File: src/rtl/rtc_alarm_pkg.sv
package rtc_alarm_pkg;
  localparam int unsigned BYTE_W     = 8;
  localparam int unsigned NUM_FIELDS = 3;
  localparam int unsigned HOUR_IDX   = 2;
  localparam int unsigned HALF_DAY   = 12;
  localparam logic [1:0]  DIV_HOLD   = 2'b11;

  // packed BCD or binary to binary
  function automatic logic [BYTE_W-1:0] field_value(input logic [BYTE_W-1:0] code,
                                                    input logic bin);
    logic [BYTE_W-1:0] tens, ones;
    tens = {4'd0, code[7:4]};
    ones = {4'd0, code[3:0]};
    return bin ? code : BYTE_W'(tens * BYTE_W'(10) + ones);
  endfunction

  function automatic logic is_wild(input logic [BYTE_W-1:0] code);
    return &code[BYTE_W-1:BYTE_W-2];
  endfunction
endpackage

File: src/rtl/rtc_field_dec.sv
module rtc_field_dec
  import rtc_alarm_pkg::*;
#(
  parameter bit IS_HOUR = 1'b0
) (
  input  logic [BYTE_W-1:0] code_i,
  input  logic              bin_i,
  input  logic              hr24_i,
  output logic [BYTE_W-1:0] val_o
);
  generate
    if (IS_HOUR) begin : g_hour
      logic [BYTE_W-1:0] raw;
      logic              pm;
      always_comb begin
        raw = field_value({1'b0, code_i[BYTE_W-2:0]}, bin_i);
        pm  = code_i[BYTE_W-1];
        if (hr24_i)                        val_o = field_value(code_i, bin_i);
        else if (raw == BYTE_W'(HALF_DAY)) val_o = pm ? BYTE_W'(HALF_DAY) : '0;
        else                               val_o = pm ? raw + BYTE_W'(HALF_DAY) : raw;
      end
    end else begin : g_plain
      logic unused_hr24;
      assign unused_hr24 = hr24_i;
      assign val_o = field_value(code_i, bin_i);
    end
  endgenerate
endmodule

File: src/rtl/rtc_alarm_match.sv
module rtc_alarm_match
  import rtc_alarm_pkg::*;
(
  input  logic [NUM_FIELDS-1:0][BYTE_W-1:0] cur_i,
  input  logic [NUM_FIELDS-1:0][BYTE_W-1:0] alm_i,
  input  logic                              bin_i,
  input  logic                              hr24_i,
  output logic                              match_o
);
  logic [NUM_FIELDS-1:0] hit;

  generate
    for (genvar g = 0; g < NUM_FIELDS; g++) begin : g_field
      logic [BYTE_W-1:0] cur_val, alm_val;
      rtc_field_dec #(.IS_HOUR(g == HOUR_IDX)) u_cur (
        .code_i(cur_i[g]), .bin_i(bin_i), .hr24_i(hr24_i), .val_o(cur_val));
      rtc_field_dec #(.IS_HOUR(g == HOUR_IDX)) u_alm (
        .code_i(alm_i[g]), .bin_i(bin_i), .hr24_i(hr24_i), .val_o(alm_val));
      assign hit[g] = is_wild(alm_i[g]) || (cur_val == alm_val);
    end
  endgenerate

  assign match_o = &hit;
endmodule

File: src/rtl/rtc_alarm_cmp.sv
module rtc_alarm_cmp
  import rtc_alarm_pkg::*;
(
  input  logic              clk_i,
  input  logic              rst_ni,
  input  logic              upd_i,
  input  logic              clr_i,
  input  logic [BYTE_W-1:0] sec_i,
  input  logic [BYTE_W-1:0] min_i,
  input  logic [BYTE_W-1:0] hour_i,
  input  logic [BYTE_W-1:0] alm_sec_i,
  input  logic [BYTE_W-1:0] alm_min_i,
  input  logic [BYTE_W-1:0] alm_hour_i,
  input  logic              bin_mode_i,
  input  logic              hr24_i,
  input  logic              set_mode_i,
  input  logic              uie_i,
  input  logic              aie_i,
  input  logic [1:0]        div_ctl_i,
  output logic              uf_o,
  output logic              af_o,
  output logic              irqf_o
);
  logic match;
  logic upd_ok, set_uf, set_af;
  logic base_uf, base_af, base_irq;
  logic new_uf, new_af;
  logic uf_q, af_q, irq_q;

  rtc_alarm_match u_match (
    .cur_i  ({hour_i, min_i, sec_i}),
    .alm_i  ({alm_hour_i, alm_min_i, alm_sec_i}),
    .bin_i  (bin_mode_i),
    .hr24_i (hr24_i),
    .match_o(match)
  );

  always_comb begin
    upd_ok   = upd_i && (div_ctl_i != DIV_HOLD);
    set_uf   = upd_ok;
    set_af   = upd_ok && !set_mode_i && match;
    // clear is applied first, a same-cycle update lands on top
    base_uf  = clr_i ? 1'b0 : uf_q;
    base_af  = clr_i ? 1'b0 : af_q;
    base_irq = clr_i ? 1'b0 : irq_q;
    new_uf   = set_uf && !base_uf;
    new_af   = set_af && !base_af;
  end

  always_ff @(posedge clk_i or negedge rst_ni) begin
    if (!rst_ni) begin
      uf_q  <= 1'b0;
      af_q  <= 1'b0;
      irq_q <= 1'b0;
    end else begin
      uf_q  <= base_uf | set_uf;
      af_q  <= base_af | set_af;
      irq_q <= base_irq | (new_uf & uie_i) | (new_af & aie_i);
    end
  end

  assign uf_o   = uf_q;
  assign af_o   = af_q;
  assign irqf_o = irq_q;
endmodule

File: config.mk
export PLATFORM = sky130hd
export DESIGN_NAME = rtc_alarm_cmp
export DESIGN_NICKNAME = d
export VERILOG_FILES = /design/src/rtl/rtc_alarm_pkg.sv /design/src/rtl/rtc_field_dec.sv /design/src/rtl/rtc_alarm_match.sv /design/src/rtl/rtc_alarm_cmp.sv
export SDC_FILE = /design/constraint.sdc
export NUM_CORES = 1
export LEC_CHECK = 0
export ABC_CLOCK_PERIOD_IN_PS = 1200
export BUFFER_PORTS_ARGS = -buffer_cell sky130_fd_sc_hd__buf_2
export CAP_MARGIN = 20
export CELL_PAD_IN_SITES_DETAIL_PLACEMENT = 1
export CELL_PAD_IN_SITES_GLOBAL_PLACEMENT = 2
export CORE_MARGIN = 2
export CORE_UTILIZATION = 36
export DETAILED_ROUTE_END_ITERATION = 8
export GPL_ROUTABILITY_DRIVEN = 0
export PLACE_DENSITY = 0.95
export SYNTH_ARGS = -nofsm -noshare
export SYNTH_HDL_FRONTEND = slang
export SYNTH_SLANG_ARGS = --single-unit
export TNS_END_PERCENT = 20
File: constraint.sdc
create_clock -name clk_i -period 1.2 [get_ports clk_i]
set_input_delay 0.06 -clock clk_i [delete_from_list [all_inputs] [get_ports clk_i]]
set_output_delay 0.06 -clock clk_i [all_outputs]
set_load 0.02 [all_outputs]
Yosys cells after proc, flatten, opt, wreduce, memory -nomap -nowiden
Cells that the tools add are included.

Word-level logic and storage cells: 67. Input bits: 59. Register bits: 3. Output and inout port bits: 3.

Muxes and demuxes: 19. Bitwise logic cells: 6. Reductions and logical operators: 15. Add/subtract/negate cells: 10. Multiply operators: 8. Equality and inequality tests: 6.

Operators with widths (count): 8-bit 2-to-1 mux (14); 8-bit by 4-bit adder with 8-bit output (6); 4-bit by 3-bit multiplier with 7-bit output (second input constant) (6); 8-bit == test (3); 7-bit by 4-bit adder with 8-bit output (2); 8-bit by 4-bit adder with 8-bit output (second input constant) (2); 8-bit by 4-bit == test with 1-bit output (second input constant) (2); 3-bit by 3-bit multiplier with 6-bit output (second input constant) (2); 4-bit 2-to-1 mux (2); 2-bit AND reduction (3); 1-bit logical AND (5); 1-bit OR (4); 1-bit logical NOT (3); 1-bit logical OR (3); 1-bit 2-to-1 mux (3); 3-bit AND reduction (1); 1-bit AND (2); 2-bit != test (second input constant) (1).

Longest topological paths before layout
Word-level depth: 14. Depth in mapped cells: 16. Mapped depth without buffers: 15.

By module
A second synthesis with hierarchy kept.

Cell total of the unflattened synthesis: 437. Area, all modules: 3435.8 µm².

Modules (own cells, without submodules): rtc_field_dec at u_match.g_field[0].u_alm ... (sequential area each 0.0 µm², times used 4, cells an instance 44, area an instance 342.8 µm²); rtc_field_dec at u_match.g_field[2].u_cur (sequential area each 0.0 µm², times used 1, cells an instance 107, area an instance 832.0 µm²); rtc_field_dec at u_match.g_field[2].u_alm (sequential area each 0.0 µm², times used 1, cells an instance 107, area an instance 807.0 µm²); rtc_alarm_match (sequential area each 0.0 µm², times used 1, cells an instance 34, area an instance 280.3 µm²); rtc_alarm_cmp (sequential area each 75.1 µm², times used 1, cells an instance 13, area an instance 145.1 µm²).

Worst setup path before layout
Ideal clock, no wire load.

Path kind: input to register. Start point: in hour_i[4]. End point: reg irq_q (netlist: irqf_o). Stages on the path: 15. Setup time: 0.076 ns. Data required time: 1.124 ns. Path slack: -1.928 ns. Buffers on the path: 1. Data arrival time: 3.052 ns. Cell sequence: ha_1 ha_1 buf_2 xor2_1 mux2i_1 ha_1 or4b_2 o211ai_1 xor2_1 mux2i_1 or3_1 nand4_1 o221a_1 a41oi_2 o21ai_1.

Longest elaborated chain between the ends: 14. Elaborated cells on any way between the ends: 18.

RTL lines: start, declared (RTL line rtc_alarm_cmp.sv:10) `input logic [BYTE_W-1:0] hour_i,`; 3-bit by 3-bit multiplier with 6-bit output (RTL line rtc_alarm_pkg.sv:14) `return bin ? code : BYTE_W'(tens * BYTE_W'(10) + ones);`; 7-bit by 4-bit adder with 8-bit output (RTL line rtc_alarm_pkg.sv:14); 8-bit 2-to-1 mux (RTL line rtc_alarm_pkg.sv:14); 8-bit by 4-bit adder with 8-bit output (RTL line rtc_field_dec.sv:20) `else val_o = pm ? raw + BYTE_W'(HALF_DAY) : raw;`; 8-bit 2-to-1 mux (RTL line rtc_field_dec.sv:20); 8-bit 2-to-1 mux (RTL line rtc_field_dec.sv:19) `else if (raw == BYTE_W'(HALF_DAY)) val_o = pm ? BYTE_W'(HALF_DAY) : '0;`; 8-bit 2-to-1 mux (*) (RTL line rtc_field_dec.sv:18) `if (hr24_i) val_o = field_value(code_i, bin_i);`; 8-bit == test (*) (RTL line rtc_alarm_match.sv:19) `assign hit[g] = is_wild(alm_i[g]) || (cur_val == alm_val);`; 1-bit logical OR (*) (RTL line rtc_alarm_match.sv:19); 3-bit AND reduction (*) (RTL line rtc_alarm_match.sv:23) `assign match_o = &hit;`; 1-bit logical AND (*) (RTL line rtc_alarm_cmp.sv:41) `set_af = upd_ok && !set_mode_i && match;`; 1-bit logical AND (*) (RTL line rtc_alarm_cmp.sv:47) `new_af = set_af && !base_af;`; 1-bit AND (*) (RTL line rtc_alarm_cmp.sv:58) `irq_q <= base_irq | (new_uf & uie_i) | (new_af & aie_i);`; 1-bit OR (*) (RTL line rtc_alarm_cmp.sv:58); end signal, assigned (RTL line rtc_alarm_cmp.sv:58); end, declared (RTL line rtc_alarm_cmp.sv:28) `logic uf_q, af_q, irq_q;`.

Mark *: on every way between the ends. The rest lies on a longest branch, timed or not.

Worst setup path in the final report
Start point: in alm_hour_i[4]. End point: reg af_q (netlist: af_o).

Longest elaborated chain between the ends: 12. Elaborated cells on any way between the ends: 16.

RTL lines: start, declared (RTL line rtc_alarm_cmp.sv:13) `input logic [BYTE_W-1:0] alm_hour_i,`; 3-bit by 3-bit multiplier with 6-bit output (RTL line rtc_alarm_pkg.sv:14); 7-bit by 4-bit adder with 8-bit output (RTL line rtc_alarm_pkg.sv:14); 8-bit 2-to-1 mux (RTL line rtc_alarm_pkg.sv:14); 8-bit by 4-bit adder with 8-bit output (RTL line rtc_field_dec.sv:20); 8-bit 2-to-1 mux (RTL line rtc_field_dec.sv:20); 8-bit 2-to-1 mux (RTL line rtc_field_dec.sv:19); 8-bit 2-to-1 mux (*) (RTL line rtc_field_dec.sv:18); 8-bit == test (*) (RTL line rtc_alarm_match.sv:19); 1-bit logical OR (*) (RTL line rtc_alarm_match.sv:19); 3-bit AND reduction (*) (RTL line rtc_alarm_match.sv:23); 1-bit logical AND (*) (RTL line rtc_alarm_cmp.sv:41); 1-bit OR (*) (RTL line rtc_alarm_cmp.sv:57) `af_q <= base_af | set_af;`; end signal, assigned (RTL line rtc_alarm_cmp.sv:57); end, declared (RTL line rtc_alarm_cmp.sv:28).

Marks and branches as above.

==> reports/qor.yml <==
drt:
  drc: 0
  route.met3.wl_um: 567
  highest_layer: "met4"
  num_vias: 4494
  viasPerCell: 5.70
  postRouteAntennaNets: 0
  drt-wirelength-per-cell_um: 19.3
  wirelength_um: 15200
  drt_iter0_drc: 173
  met1Wirelength_um: 5990
  route.met2.wl_um: 8240
  drt_first_pass_iters: 5
clocking:
  cts_root_buf: "clkbuf_8"
  cts_buffer_depth: 2
  tritoncts: "yes"
  clk_latency_ps: 230
  cts.sink_count: 3
  htreeDepth: 1
  path_clk_slew_ps: 40
  cts-buffers-inserted: 3
logic_synthesis:
  ys_types: 66
  yosysSeqAreaShare_pct: 2.12
  syn-instance-count: 456
  ys_warn_count: 0
  synth_edf_count: 0
  syn_nets: 577
  async_flop_share_pct: 100
  synth_top_area_share_pct: 17.7
  synth_area_leaders: "ha_1, xnor2_1, fa_1"
  ys_ff_latch: 3
  synth.avg_cell_area_um2: 7.75
  yosys.area.top_type: "ha_1"
  dominantRegCellSynth: "dfrtp_1"
  syn_area_um2: 3530
power_and_ir_drop:
  power.share.switching_pct: 47.0
  ir_worst_vdd_v: 0.000373
  p_per_area_nw_per_um2: 702
  seqPwrFrac_pct: 3.0
  pwr-share-clk_pct: 8.7
  power.internal_mw: 1.98
  p_leak_nw: 2.54
  netSwitchingPower_mw: 1.76
  finalPower_mw: 3.74
  pwr-share-comb_pct: 88.3
sta:
  hold_violations: 0
  skew_ps: 2.65
  rsz0062_at_grt: "true"
  period_share_pct: 256
  tightest_slew_ps: 618
  worst_hold_slack_ps: 115
  setup_viol: 2
  fin_crit_ps: 3070
  fmax_mhz: 325
  setup_slack_ps: -1870
  slew_headroom_pct: 58.8
  drv_slew: 0
  tns_ps: -3740
critical_path:
  startpoint_type: "primary input"
  reg2reg_from: "uf_o"
  rr_worst_depth: 3
  path_class: "in -> reg"
  r2r-end: "irqf_o"
  arrival_ps: 3220
  rrSetupSlack_ps: 210
  critPathRequiredTime_ps: 1350
  critPathCaptureType: "flop"
  cp_max_fo: 3
place:
  place_inst: 779
  place_area_um2: 5070
  dp_hpwl_um: 12000
  port-buffer-count: 61
cells_and_area:
  fin_cells: 788
  nFillCells: 1242
  final_area_um2: 5320
  areaGrowthSynthToFinish_pct: 50.6
  drive_gt1_share_pct: 39.4
  nNetsFinal: 777
  diodes: 0
floorplanning:
  ios: 62
  core_um2: 9640
  rows: 36
  die_h_um: 103
  dieArea_um2: 10600
  start_util_pct: 36.7
  die_x_um: 103
worst_hold_path:
  hold_path_startpoint: "aie_i"
  hold_depth: 3
  hold_path.class: "in -> reg"
  holdPathEnd: "irqf_o"
global_route:
  grt.overflow.total: 0
  grt_max_degree: 21
  grt_usage_pct: 28.3
  grt_pass1_wl_um: 23900
  grt_pass1_vias: 5031
  grt_antenna_before_repair: 0
status:
  status: "finished, violations left"
  violations: "setup timing"
flow_run:
  maxCapViolations: 0
-- synth_stat cells, types with 12 or more instances --
cell type  instances
fa_1              12
ha_1              50
nand2b_1          13
inv_1             25
a211o_1           14
xnor2_1           43
a21oi_1           21
nor2_1            30
xor2_1            21
nand2_1           28
nand3_1           15
o21ai_0           15
-- cells in the final DEF, fill, tap and decap left out, types with 13 or more instances in the layout --
cell / instances
buf_4: 153
buf_2: 59
xnor2_1: 43
ha_1: 43
nor2_1: 29
nand2_1: 28
inv_1: 24
a21oi_1: 20
xor2_1: 19
o21ai_0: 15
nand3_1: 14
a211o_1: 14
nand2b_1: 13
-- power by group through the flow --
stage / Sequential (mW) / Combinational [mW] / Clock, mW
3_5_place_dp: 0.113 / 3.01 / 0
5_1_grt: 0.113 / 3.56 / 0.329
2_1_floorplan: 0.121 / 1.73 / 0
6_report: 0.112 / 3.30 / 0.324
3_3_place_gp: 0.113 / 2.81 / 0
4_1_cts: 0.112 / 3.17 / 0.323
-- registers in the layout (all words and copies together) (netlist names) --
register	count
af_o	1
irqf_o	1
uf_o	1
-- layout make-up --
type,instances,area [um2],area share [%]
repair buffers,215,1480,27.9
multi-input cells,408,3460,65.0
clock buffers,4,45.0,0.846
flip-flops and latches,3,75.1,1.41
well taps,133,166,3.13
inverters,25,93.8,1.76
-- critical path: stages --
cell and delay, ps:
buf_2 140, ha_2 200, fa_2 420, xor2_2 190
mux2i_2 120, inv_1 110, ha_1 150, inv_1 60
a2111o_1 320, o32a_1 410, or3_1 390, nand4_1 90
o221a_1 200, a41oi_2 170, o21ai_1 170
-- layer usage --
metal | up-vias | track usage [%]
met1 | 2203 | 31.6
met3 | 43 | 2.71
met4 | 0 | 11.4
met5 | - | 0
met2 | 150 | 54.1
li1 | 2098 | -
-- logic make-up after synthesis --
| kind of cell | Yosys count | share of synthesized area, % |
|---|---|---|
| simple gates | 139 | 20.5 |
| compound gates | 126 | 26.6 |
| xor+xnor | 64 | 15.9 |
| fa+ha+maj | 62 | 24.5 |
| buf+inv | 45 | 5.38 |
| mux | 17 | 5.03 |
| flops | 3 | 2.12 |
-- how the worst max path moves through the flow --
| stage | startpoint | endpoint | slack [ps] | cells past startpoint |
|---|---|---|---|---|
| global route | sec_i[5] | irqf_o | -2100 | 14 |
| finish | alm_hour_i[4] | af_o | -1870 | 15 |
| detailed placement | alm_hour_i[4] | irqf_o | -2110 | 15 |
| global placement | alm_hour_i[4] | af_o | -1900 | 15 |
| CTS | hour_i[4] | irqf_o | -1860 | 15 |
| floorplan | hour_i[4] | af_o | -1680 | 15 |
-- what timing repair did --
item,CTS,global route
buffers inserted,2,2
hold endpoints to repair,3,0
hold buffers,1,0
setup endpoints to repair,2,2
resized for setup,18,15
pin swaps,10,12
-- through the flow --
stage	util [%]	worst slack (ps)
2_1_floorplan	-	-1680
4_1_cts	54.2	-1860
3_3_place_gp	52.6	-1900
6_report	55.2	-1870
3_5_place_dp	52.6	-2110
5_1_grt	55.2	-2100
Note: power is estimated with default switching activity, not from simulation.
